File: src/rtl/srx_pkg.sv
package srx_pkg;

   typedef enum logic [1:0] {
      PM_OFF  = 2'b00,
      PM_EVEN = 2'b01,
      PM_ODD  = 2'b10,
      PM_OFF2 = 2'b11
   } par_mode_e;

   typedef enum logic [2:0] {
      ST_IDLE,
      ST_START,
      ST_DATA,
      ST_PAR,
      ST_STOP
   } rx_state_e;

   function automatic logic par_enabled(input logic [1:0] m);
      return (m == PM_EVEN) || (m == PM_ODD);
   endfunction

endpackage

File: src/rtl/srx_sync.sv
module srx_sync #(
   parameter int STAGES = 2
) (
   input  logic clk,
   input  logic rst_n,
   input  logic din,
   output logic level,
   output logic fall
);

   logic [STAGES-1:0] chain;
   logic              prev;

   generate
      for (genvar g = 0; g < STAGES; g++) begin : g_stage
         if (g == 0) begin : g_first
            always_ff @(posedge clk or negedge rst_n) begin
               if (!rst_n) chain[0] <= 1'b1;
               else        chain[0] <= din;
            end
         end else begin : g_next
            always_ff @(posedge clk or negedge rst_n) begin
               if (!rst_n) chain[g] <= 1'b1;
               else        chain[g] <= chain[g-1];
            end
         end
      end
   endgenerate

   always_ff @(posedge clk or negedge rst_n) begin
      if (!rst_n) prev <= 1'b1;
      else        prev <= chain[STAGES-1];
   end

   assign level = chain[STAGES-1];
   assign fall  = prev & ~chain[STAGES-1];

endmodule

File: src/rtl/srx_framer.sv
module srx_framer
   import srx_pkg::*;
#(
   parameter int OS_RATE = 16,
   parameter int DATA_W  = 8
) (
   input  logic              clk,
   input  logic              rst_n,
   input  logic              active,
   input  logic              tick,
   input  logic              line,
   input  logic              fall,
   input  logic              len7,
   input  logic [1:0]        par_mode,
   output logic              done,
   output logic [DATA_W-1:0] data,
   output logic              perr,
   output logic              ferr
);

   localparam int CNT_W = $clog2(OS_RATE);
   localparam int IDX_W = $clog2(DATA_W + 1);
   localparam logic [CNT_W-1:0] MID_TICK = CNT_W'(OS_RATE / 2 - 1);
   localparam logic [CNT_W-1:0] END_TICK = CNT_W'(OS_RATE - 1);

   rx_state_e         state;
   logic [CNT_W-1:0]  cnt;
   logic [IDX_W-1:0]  idx;
   logic [IDX_W-1:0]  last_idx;
   logic [DATA_W-1:0] sr;
   logic              acc;
   logic              perr_q;
   logic              at_end;
   logic              par_fault;

   assign last_idx  = len7 ? IDX_W'(DATA_W - 2) : IDX_W'(DATA_W - 1);
   assign at_end    = tick && (cnt == END_TICK);
   assign par_fault = (acc ^ line) ^ (par_mode == PM_ODD);

   always_ff @(posedge clk or negedge rst_n) begin
      if (!rst_n) begin
         state  <= ST_IDLE;
         cnt    <= '0;
         idx    <= '0;
         sr     <= '0;
         acc    <= 1'b0;
         perr_q <= 1'b0;
      end else if (!active) begin
         state <= ST_IDLE;
         cnt   <= '0;
      end else begin
         case (state)
            ST_IDLE: begin
               cnt <= '0;
               if (fall) state <= ST_START;
            end
            ST_START: begin
               if (tick) begin
                  if (cnt == MID_TICK) begin
                     cnt    <= '0;
                     idx    <= '0;
                     acc    <= 1'b0;
                     perr_q <= 1'b0;
                     state  <= line ? ST_IDLE : ST_DATA;
                  end else begin
                     cnt <= cnt + 1'b1;
                  end
               end
            end
            ST_DATA: begin
               if (at_end) begin
                  cnt <= '0;
                  sr  <= {line, sr[DATA_W-1:1]};
                  acc <= acc ^ line;
                  idx <= idx + 1'b1;
                  if (idx == last_idx)
                     state <= par_enabled(par_mode) ? ST_PAR : ST_STOP;
               end else if (tick) begin
                  cnt <= cnt + 1'b1;
               end
            end
            ST_PAR: begin
               if (at_end) begin
                  cnt    <= '0;
                  perr_q <= par_fault;
                  state  <= ST_STOP;
               end else if (tick) begin
                  cnt <= cnt + 1'b1;
               end
            end
            ST_STOP: begin
               if (at_end) begin
                  cnt   <= '0;
                  state <= ST_IDLE;
               end else if (tick) begin
                  cnt <= cnt + 1'b1;
               end
            end
            default: state <= ST_IDLE;
         endcase
      end
   end

   assign done = active && (state == ST_STOP) && at_end;
   assign data = len7 ? {1'b0, sr[DATA_W-1:1]} : sr;
   assign perr = perr_q;
   assign ferr = ~line;

endmodule

File: src/rtl/srx_status.sv
module srx_status #(
   parameter int DATA_W = 8
) (
   input  logic              clk,
   input  logic              rst_n,
   input  logic              done,
   input  logic [DATA_W-1:0] data,
   input  logic              perr,
   input  logic              ferr,
   input  logic              err_route,
   input  logic              rd_strobe,
   input  logic              clr_err,
   output logic [DATA_W-1:0] rx_data,
   output logic              buf_full,
   output logic              par_err,
   output logic              frm_err,
   output logic              ovr_err,
   output logic              done_irq,
   output logic              err_irq
);

   logic still_full;
   logic lost;
   logic load;
   logic faulty;

   assign still_full = buf_full & ~rd_strobe;
   assign lost       = done & still_full;
   assign load       = done & ~still_full;
   assign faulty     = lost | (load & (perr | ferr));

   always_ff @(posedge clk or negedge rst_n) begin
      if (!rst_n) begin
         rx_data  <= '0;
         buf_full <= 1'b0;
         par_err  <= 1'b0;
         frm_err  <= 1'b0;
         ovr_err  <= 1'b0;
         done_irq <= 1'b0;
         err_irq  <= 1'b0;
      end else begin
         if (load) begin
            rx_data  <= data;
            buf_full <= 1'b1;
         end else if (rd_strobe) begin
            buf_full <= 1'b0;
         end
         par_err  <= (par_err & ~clr_err) | (load & perr);
         frm_err  <= (frm_err & ~clr_err) | (load & ferr);
         ovr_err  <= (ovr_err & ~clr_err) | lost;
         done_irq <= done & ~(faulty & err_route);
         err_irq  <= done & faulty & err_route;
      end
   end

endmodule

File: src/rtl/serial_rx_engine.sv
module serial_rx_engine #(
   parameter int OS_RATE     = 16,
   parameter int DATA_W      = 8,
   parameter int SYNC_STAGES = 2
) (
   input  logic              clk,
   input  logic              rst_n,
   input  logic              os_tick,
   input  logic              master_en,
   input  logic              rx_en,
   input  logic              len7,
   input  logic [1:0]        par_mode,
   input  logic              err_route,
   input  logic              rx_line,
   input  logic              rd_strobe,
   input  logic              clr_err,
   output logic [DATA_W-1:0] rx_data,
   output logic              buf_full,
   output logic              par_err,
   output logic              frm_err,
   output logic              ovr_err,
   output logic              done_irq,
   output logic              err_irq
);

   generate
      if (OS_RATE < 4 || (OS_RATE % 2) != 0) begin : g_bad_rate
         $error("OS_RATE must be even and at least 4");
      end
      if (DATA_W < 2) begin : g_bad_width
         $error("DATA_W must be at least 2");
      end
      if (SYNC_STAGES < 2) begin : g_bad_sync
         $error("SYNC_STAGES must be at least 2");
      end
   endgenerate

   logic              active;
   logic              line_s;
   logic              line_fall;
   logic              fr_done;
   logic [DATA_W-1:0] fr_data;
   logic              fr_perr;
   logic              fr_ferr;

   assign active = master_en & rx_en;

   srx_sync #(.STAGES(SYNC_STAGES)) u_sync (
      .clk   (clk),
      .rst_n (rst_n),
      .din   (rx_line),
      .level (line_s),
      .fall  (line_fall)
   );

   srx_framer #(.OS_RATE(OS_RATE), .DATA_W(DATA_W)) u_framer (
      .clk      (clk),
      .rst_n    (rst_n),
      .active   (active),
      .tick     (os_tick),
      .line     (line_s),
      .fall     (line_fall),
      .len7     (len7),
      .par_mode (par_mode),
      .done     (fr_done),
      .data     (fr_data),
      .perr     (fr_perr),
      .ferr     (fr_ferr)
   );

   srx_status #(.DATA_W(DATA_W)) u_status (
      .clk       (clk),
      .rst_n     (rst_n),
      .done      (fr_done),
      .data      (fr_data),
      .perr      (fr_perr),
      .ferr      (fr_ferr),
      .err_route (err_route),
      .rd_strobe (rd_strobe),
      .clr_err   (clr_err),
      .rx_data   (rx_data),
      .buf_full  (buf_full),
      .par_err   (par_err),
      .frm_err   (frm_err),
      .ovr_err   (ovr_err),
      .done_irq  (done_irq),
      .err_irq   (err_irq)
   );

endmodule

File: config.mk
export PLATFORM = sky130hd
export DESIGN_NAME = serial_rx_engine
export DESIGN_NICKNAME = d
export VERILOG_FILES = /design/src/rtl/srx_pkg.sv /design/src/rtl/srx_sync.sv /design/src/rtl/srx_framer.sv /design/src/rtl/srx_status.sv /design/src/rtl/serial_rx_engine.sv
export SDC_FILE = /design/constraint.sdc
export NUM_CORES = 1
export LEC_CHECK = 0
export BUFFER_PORTS_ARGS = -buffer_cell sky130_fd_sc_hd__buf_2
export CELL_PAD_IN_SITES_DETAIL_PLACEMENT = 1
export CELL_PAD_IN_SITES_GLOBAL_PLACEMENT = 2
export CORE_UTILIZATION = 30
export DETAILED_ROUTE_END_ITERATION = 8
export GPL_ROUTABILITY_DRIVEN = 0
export MAX_ROUTING_LAYER = met4
export PLACE_DENSITY_LB_ADDON = 0.1
export SLEW_MARGIN = 10
export SYNTH_ARGS = -nofsm -noshare
export SYNTH_HDL_FRONTEND = slang
export SYNTH_SLANG_ARGS = --single-unit
File: constraint.sdc
create_clock -name clk -period 5.51 [get_ports clk]
set_input_delay 0.551 -clock clk [delete_from_list [all_inputs] [get_ports clk]]
set_output_delay 0.551 -clock clk [all_outputs]
set_load 0.05 [all_outputs]
==> flow_metrics.env, run 1 <==
export IMPL_start_kind="flip-flop"
export IMPL_diodes=0
export IMPL_dpl_hpwl_mm=3.20
export IMPL_final_setup_skew_ns=0.00638
export IMPL_path_clk_slew_ns=0.08
export IMPL_cts_tree="built"
export IMPL_grtUsageMet2_pct=23.0
export IMPL_power_mw=0.503
export IMPL_grt_usage_pct=15.3
export IMPL_yosysTopAreaCell="dfrtp_1"
export IMPL_setup_ws_ns=3.34
export IMPL_stdcell_count=283
export IMPL_reg2reg_from="u_framer.state[1]"
export IMPL_fin_util_pct=35.9
export IMPL_r2r_slack_ns=3.34
export IMPL_period_share_pct=39.4
export IMPL_setup_viol=0
export IMPL_max_freq_mhz=461
export IMPL_use_met1_pct=19.5
export IMPL_first_iter_violations=72
export IMPL_synth_yosys_warnings=0
export IMPL_via_count=1436
export IMPL_syn_area_sq_mm=0.00191
export IMPL_clkSinkCount=38
export IMPL_cts_root_buf="clkbuf_8"
export IMPL_slew_viol_final=0
export IMPL_synthTopCellsByArea="dfrtp_1 46%, mux2_4 6.3%, dfstp_2 4.1%"
export IMPL_grt_max_degree=39
export IMPL_num_io_pins=26
export IMPL_endpoint="u_framer.sr[0]"
export IMPL_cp_arrival_ns=2.35
export IMPL_grt_busiest_layer="met2"
export IMPL_grt_pass1_wl_mm=7.31
export IMPL_cp_startpoint="u_framer.state[1]"
export IMPL_tns_ns=0
export IMPL_die_area_sq_mm=0.00669
export IMPL_pwr_share_seq_pct=56.9
export IMPL_slew_headroom_pct=41.7
export IMPL_cts_repair_resized=0
export IMPL_synth_cell_types=43
export IMPL_syn2layout_area_growth_pct=13.3
export IMPL_port_buffers=25
export IMPL_worstPathRequired_ns=5.69
export IMPL_viasPerCell=5.07
export IMPL_finalInstanceArea_sq_mm=0.00216
export IMPL_comb_power_share_pct=6.0
export IMPL_layout_common_cells="35 x dfrtp_1, 25 x buf_2, 17 x nand2_1"
export IMPL_start_util_pct=31.7
export IMPL_power_leakage_nw=0.998
export IMPL_worstSetupEndpointType="flip-flop"
export IMPL_reg2reg_to="u_framer.sr[0]"
export IMPL_status="finished, final reports clean"
export IMPL_yosysSeqAreaShare_pct=50.0
export IMPL_grt_pass1_vias=1488
export IMPL_synthCells=184
export IMPL_core_area_sq_mm=0.00603
export IMPL_finalCriticalPeriod_ns=2.17
export IMPL_die_h_microns=81.8
export IMPL_dp_cells=275
export IMPL_post_cts_setup_buffer_count=0
export IMPL_cts_buffers=5
export IMPL_maxCapViolCount=0
export IMPL_synth_ff_type="dfrtp_1"
export IMPL_drive_above_1_share_pct=22.1
export IMPL_crit_fanout=18
export IMPL_cts_hold_buf=0
export IMPL_hold_ws_ns=0.355
export IMPL_hold_viol=0
export IMPL_p_int_mw=0.380
export IMPL_hp_class="input port to flip-flop"
export IMPL_yosysTopAreaCellShare_pct=45.9
export IMPL_worst_pin_slew_ns=0.875
export IMPL_post_place_ws_ns=3.34
export IMPL_antenna_found_initial=0
export IMPL_p_per_area_mw_per_mm2=233
export IMPL_clockBufferDepth=2
export IMPL_post_dp_cell_area_sq_mm=0.00208
export IMPL_routed_wirelength_mm=4.40
export IMPL_clkPwrFrac_pct=37.2
export IMPL_ant_nets=0
export IMPL_grt_ovfl_total=0
export IMPL_dr_pass1_iters=4
export IMPL_ys_ff_latch=38
export IMPL_final_common_cell="dfrtp_1"
export IMPL_vdd_ir_drop_max_mv=0.105
export IMPL_grtUsageMet3_pct=4.67
export IMPL_drc=0
export IMPL_async_reset_ff_share_pct=100
export IMPL_rows=28
export IMPL_nets=222
export IMPL_wire_per_inst_microns=15.6
export IMPL_ff2ff_path_depth=3
export IMPL_worst_setup_path_type="flip-flop to flip-flop"
export IMPL_worstSkewPairLatency_ns=0.29
export IMPL_avgSynthCellArea_sq_um=10.4
export IMPL_p_switching_mw=0.123
export IMPL_synth_nets=199
export IMPL_ctsHtreeMaxLevel=2
export IMPL_synth_edff_count=0
export IMPL_switching_share_pct=24.5
export IMPL_rsz0062_at_grt="false"
export IMPL_die_x_microns=81.8
==> cell usage after synthesis, types with 2 or more instances <==
cell type	instances
nand3b_1	2
ha_1	3
or3b_1	3
buf_2	2
xnor2_1	3
o22ai_1	3
nand4_1	2
dfrtp_1	35
nand3_1	7
inv_1	8
o211ai_1	3
o21ai_1	14
nand2_1	17
nor3_1	3
dfstp_2	3
a21oi_1	3
nand2b_1	7
nor2_1	14
xor2_1	2
o31ai_1	2
a211oi_1	3
clkbuf_1	5
o21ai_0	7
mux2i_1	7
mux2_4	8
==> sequential cells by signal, summed over array words and instances (netlist names), 3 cells and up <==
register and flops:
u_framer.sr 8, u_status.rx_data 8, u_framer.cnt 4, u_framer.idx 4
u_framer.state 3
==> how the worst min path moves through the flow <==
stage                                  to            start  depth (start not counted)
final                     u_sync.chain[0]          rx_line                          1
after global routing      u_sync.chain[0]          rx_line                          1
after CTS                 u_sync.chain[0]          rx_line                          1
after detailed placement     u_sync.level  u_sync.chain[0]                          0
after global placement       u_sync.level  u_sync.chain[0]                          0
after floorplan              u_framer.acc            rst_n                          0
==> kinds of logic (layout without fill, tap and decap cells) <==
| family | count (synthesis) | after routing | synth area share [%] |
|---|---|---|---|
| simple gates | 63 | 63 | 17.4 |
| compound gates | 43 | 43 | 14.4 |
| flops | 38 | 38 | 50.0 |
| buf+inv | 17 | 41 | 4.06 |
| mux | 15 | 15 | 9.96 |
| xor+xnor | 5 | 5 | 2.29 |
| fa+ha+maj | 3 | 3 | 1.97 |
==> layout make-up <==
type / count / area (sq um)
clock buffers: 6 / 72.6
clock inverters: 2 / 10.0
fillers: 708 / 3860
inverters: 8 / 30.0
multi-input cells: 129 / 877
flip-flops and latches: 38 / 955
well taps: 75 / 93.8
repair buffers: 25 / 125
==> critical path: stages, from the launching register on <==
cell,delay (ns)
dfrtp_1,0.67
or3b_1,0.54
nor3_4,0.49
mux2_4,0.35
==> per-layer routing <==
layer  wire length [microns]  vias up
met5                       0        -
met4                      64        0
met3                     157        7
met2                    2010       25
met1                    2170      709
li1                        -      695
==> power groups by stage <==
| stage | logic, mW | registers (mW) | clock network, mW |
|---|---|---|---|
| final | 0.0301 | 0.286 | 0.187 |
| after global routing | 0.0339 | 0.287 | 0.208 |
| after CTS | 0.0312 | 0.286 | 0.196 |
| after detailed placement | 0.0310 | 0.292 | 0 |
| after global placement | 0.0298 | 0.292 | 0 |
| after floorplan | 0.0191 | 0.288 | 0 |
No activity file was read; power rests on OpenSTA's default activity.
==> run 2: changes to the inputs <==
==> constraint.sdc (replaced) <==
create_clock -name clk -period 1.8 [get_ports clk]
set_input_delay 0.18 -clock clk [delete_from_list [all_inputs] [get_ports clk]]
set_output_delay 0.18 -clock clk [all_outputs]
set_load 0.05 [all_outputs]
==> run 2 against run 1 <==
  * Utilization increased by 2.9 points
  * Global-route usage grew 0.24 points
  * Sequential power increased to 3.0 times the previous value
  * Maximum frequency increased by 27%
  * Critical path type unchanged
  * Largest cell class unchanged
  * Routed wire length increased by 3.8%
  * Cell area grew 8.0%
  * Worst hold slack got worse by 0.27 ns
  * First-iteration DRC count shrank 8.3%
  * Flip-flop and latch count unchanged
  * Critical path depth up 1
==> flow_metrics.env, run 2 (same netlist as run 1, synthesis figures left out) <==
export IMPL_holdCritStartpoint="err_route"
export IMPL_grt_max_degree=39
export IMPL_syn2layout_area_growth_pct=22.3
export IMPL_max_freq_mhz=586
export IMPL_start_util_pct=31.7
export IMPL_rows=28
export IMPL_grt_pass1_wl_mm=7.37
export IMPL_die_h_microns=81.8
export IMPL_cts_tree="built"
export IMPL_pwr_share_seq_pct=54.3
export IMPL_ff2ff_path_depth=4
export IMPL_hold_path_end="u_status.done_irq"
export IMPL_worstPathRequired_ns=2.01
export IMPL_use_met1_pct=20.2
export IMPL_worst_pin_slew_ns=0.507
export IMPL_antenna_found_initial=0
export IMPL_grt_busiest_layer="met2"
export IMPL_slew_headroom_pct=66.2
export IMPL_reg2reg_to="u_framer.idx[3]"
export IMPL_worst_setup_path_type="flip-flop to flip-flop"
export IMPL_dp_cells=290
export IMPL_status="finished, final reports clean"
export IMPL_ctsHtreeMaxLevel=2
export IMPL_via_count=1479
export IMPL_tns_ns=0
export IMPL_grt_pass1_vias=1498
export IMPL_finalCriticalPeriod_ns=1.71
export IMPL_p_per_area_mw_per_mm2=688
export IMPL_diodes=0
export IMPL_critPathSlowestCell="dfrtp_1"
export IMPL_crit_family="simple AND/OR/NAND/NOR gates"
export IMPL_hold_viol=0
export IMPL_dpl_hpwl_mm=3.48
export IMPL_viasPerCell=4.93
export IMPL_start_kind="flip-flop"
export IMPL_crit_chain="or3b_1 -> a211o_1 -> or2_4 -> o31ai_2"
export IMPL_r2r_slack_ns=0.09
export IMPL_power_leakage_nw=1.08
export IMPL_cp_slowest_stage_delay_ns=0.44
export IMPL_core_area_sq_mm=0.00603
export IMPL_drive_above_1_share_pct=29.3
export IMPL_path_clk_slew_ns=0.08
export IMPL_cts_root_buf="clkbuf_8"
export IMPL_vdd_ir_drop_max_mv=0.379
export IMPL_wire_per_inst_microns=15.2
export IMPL_stdcell_count=300
export IMPL_cp_arrival_ns=1.91
export IMPL_hold_path_cell_count=2
export IMPL_maxCapViolCount=0
export IMPL_p_switching_mw=0.393
export IMPL_slew_viol_final=0
export IMPL_drc=0
export IMPL_first_iter_violations=66
export IMPL_p_int_mw=1.21
export IMPL_layout_common_cells="34 x dfrtp_1, 25 x buf_2, 17 x nand2_1"
export IMPL_hp_class="input port to flip-flop"
export IMPL_reg2reg_from="u_framer.state[1]"
export IMPL_die_x_microns=81.8
export IMPL_top_regs="u_framer.sr (8), u_status.rx_data (8)"
export IMPL_worstSkewPairLatency_ns=0.29
export IMPL_routed_wirelength_mm=4.57
export IMPL_clkSinkCount=38
export IMPL_comb_power_share_pct=6.9
export IMPL_fillers=700
export IMPL_dr_pass1_iters=4
export IMPL_post_cts_setup_buffer_count=0
export IMPL_grt_ovfl_total=0
export IMPL_final_setup_skew_ns=0.0103
export IMPL_grtUsageMet2_pct=23.9
export IMPL_cts_buffers=5
export IMPL_critical_path_buf_inv_count=0
export IMPL_clkPwrFrac_pct=38.9
export IMPL_die_area_sq_mm=0.00669
export IMPL_num_io_pins=26
export IMPL_ant_nets=0
export IMPL_final_common_cell="dfrtp_1"
export IMPL_worstSetupEndpointType="flip-flop"
export IMPL_nets=239
export IMPL_crit_fanout=6
export IMPL_period_share_pct=94.8
export IMPL_setup_viol=0
export IMPL_rsz0062_at_grt="false"
export IMPL_grtUsageMet3_pct=3.78
export IMPL_switching_share_pct=24.4
export IMPL_grt_usage_pct=15.6
export IMPL_port_buffers=25
export IMPL_power_mw=1.61
export IMPL_clockBufferDepth=2
==> run 2: cell count changes in the layout (fill, tap and decap cells not counted), sizes merged <==
| cell | before | now |
|---|---|---|
| dlygate4sd3 | 0 | 2 |
| clkinvlp | 0 | 1 |
| buf | 25 | 40 |
| clkinv | 2 | 1 |
==> run 2: layer usage <==
metal	wire, microns	share of wire (%)
met4	53	1.2
met5	0	0
met2	2160	47
met1	2200	48
met3	161	3.5
==> run 2: power groups by stage <==
| stage | logic, mW | clock network [mW] | registers [mW] |
|---|---|---|---|
| 2_1_floorplan | 0.0584 | 0 | 0.882 |
| 3_3_place_gp | 0.104 | 0 | 0.889 |
| 3_5_place_dp | 0.108 | 0 | 0.889 |
| 4_1_cts | 0.112 | 0.652 | 0.872 |
| 5_1_grt | 0.123 | 0.689 | 0.874 |
| 6_report | 0.111 | 0.625 | 0.872 |
==> run 2: worst max-delay path by stage <==
stage,startpoint,endpoint,slack [ns],cells past startpoint
detailed placement,u_framer.cnt[0],u_framer.cnt[3],0.04,5
floorplan,u_framer.state[1],u_framer.sr[0],0.06,5
CTS,u_framer.cnt[0],u_framer.cnt[3],0.02,5
global route,u_framer.cnt[1],u_framer.state[0],0.009,6
global placement,u_framer.state[0],u_framer.idx[3],0.1,4
finish,u_framer.state[1],u_framer.idx[3],0.09,4
==> run 2: what timing repair did <==
item,4_1_cts,5_1_grt
hold buffers,2,0
setup endpoints to repair,0,5
endpoints found under the hold margin,36,0
gates resized for setup,0,4
==> run 2: final cells by class <==
cell class	instances	area [sq um]	share of cell area (%)
multi-input combinational	129	891	38.1
clock inverter	2	12.5	0.536
sequential	38	956	40.9
timing repair buffer	42	270	11.6
tap	75	93.8	4.02
clock buffer	6	82.6	3.54
inverter	8	30.0	1.29
==> run 2: stage by stage <==
step / instance area (sq um) / worst slack [ns] / hold slack, ns / util (%)
after floorplan: 1910 / 0.0592 / -0.116 / -
after global placement: 2210 / 0.0996 / 0.256 / 36.6
after detailed placement: 2210 / 0.0403 / 0.269 / 36.6
after CTS: 2320 / 0.0157 / 0.0708 / 38.5
after global routing: 2340 / 0.00887 / 0.0772 / 38.8
final: 2340 / 0.0941 / 0.0839 / 38.8
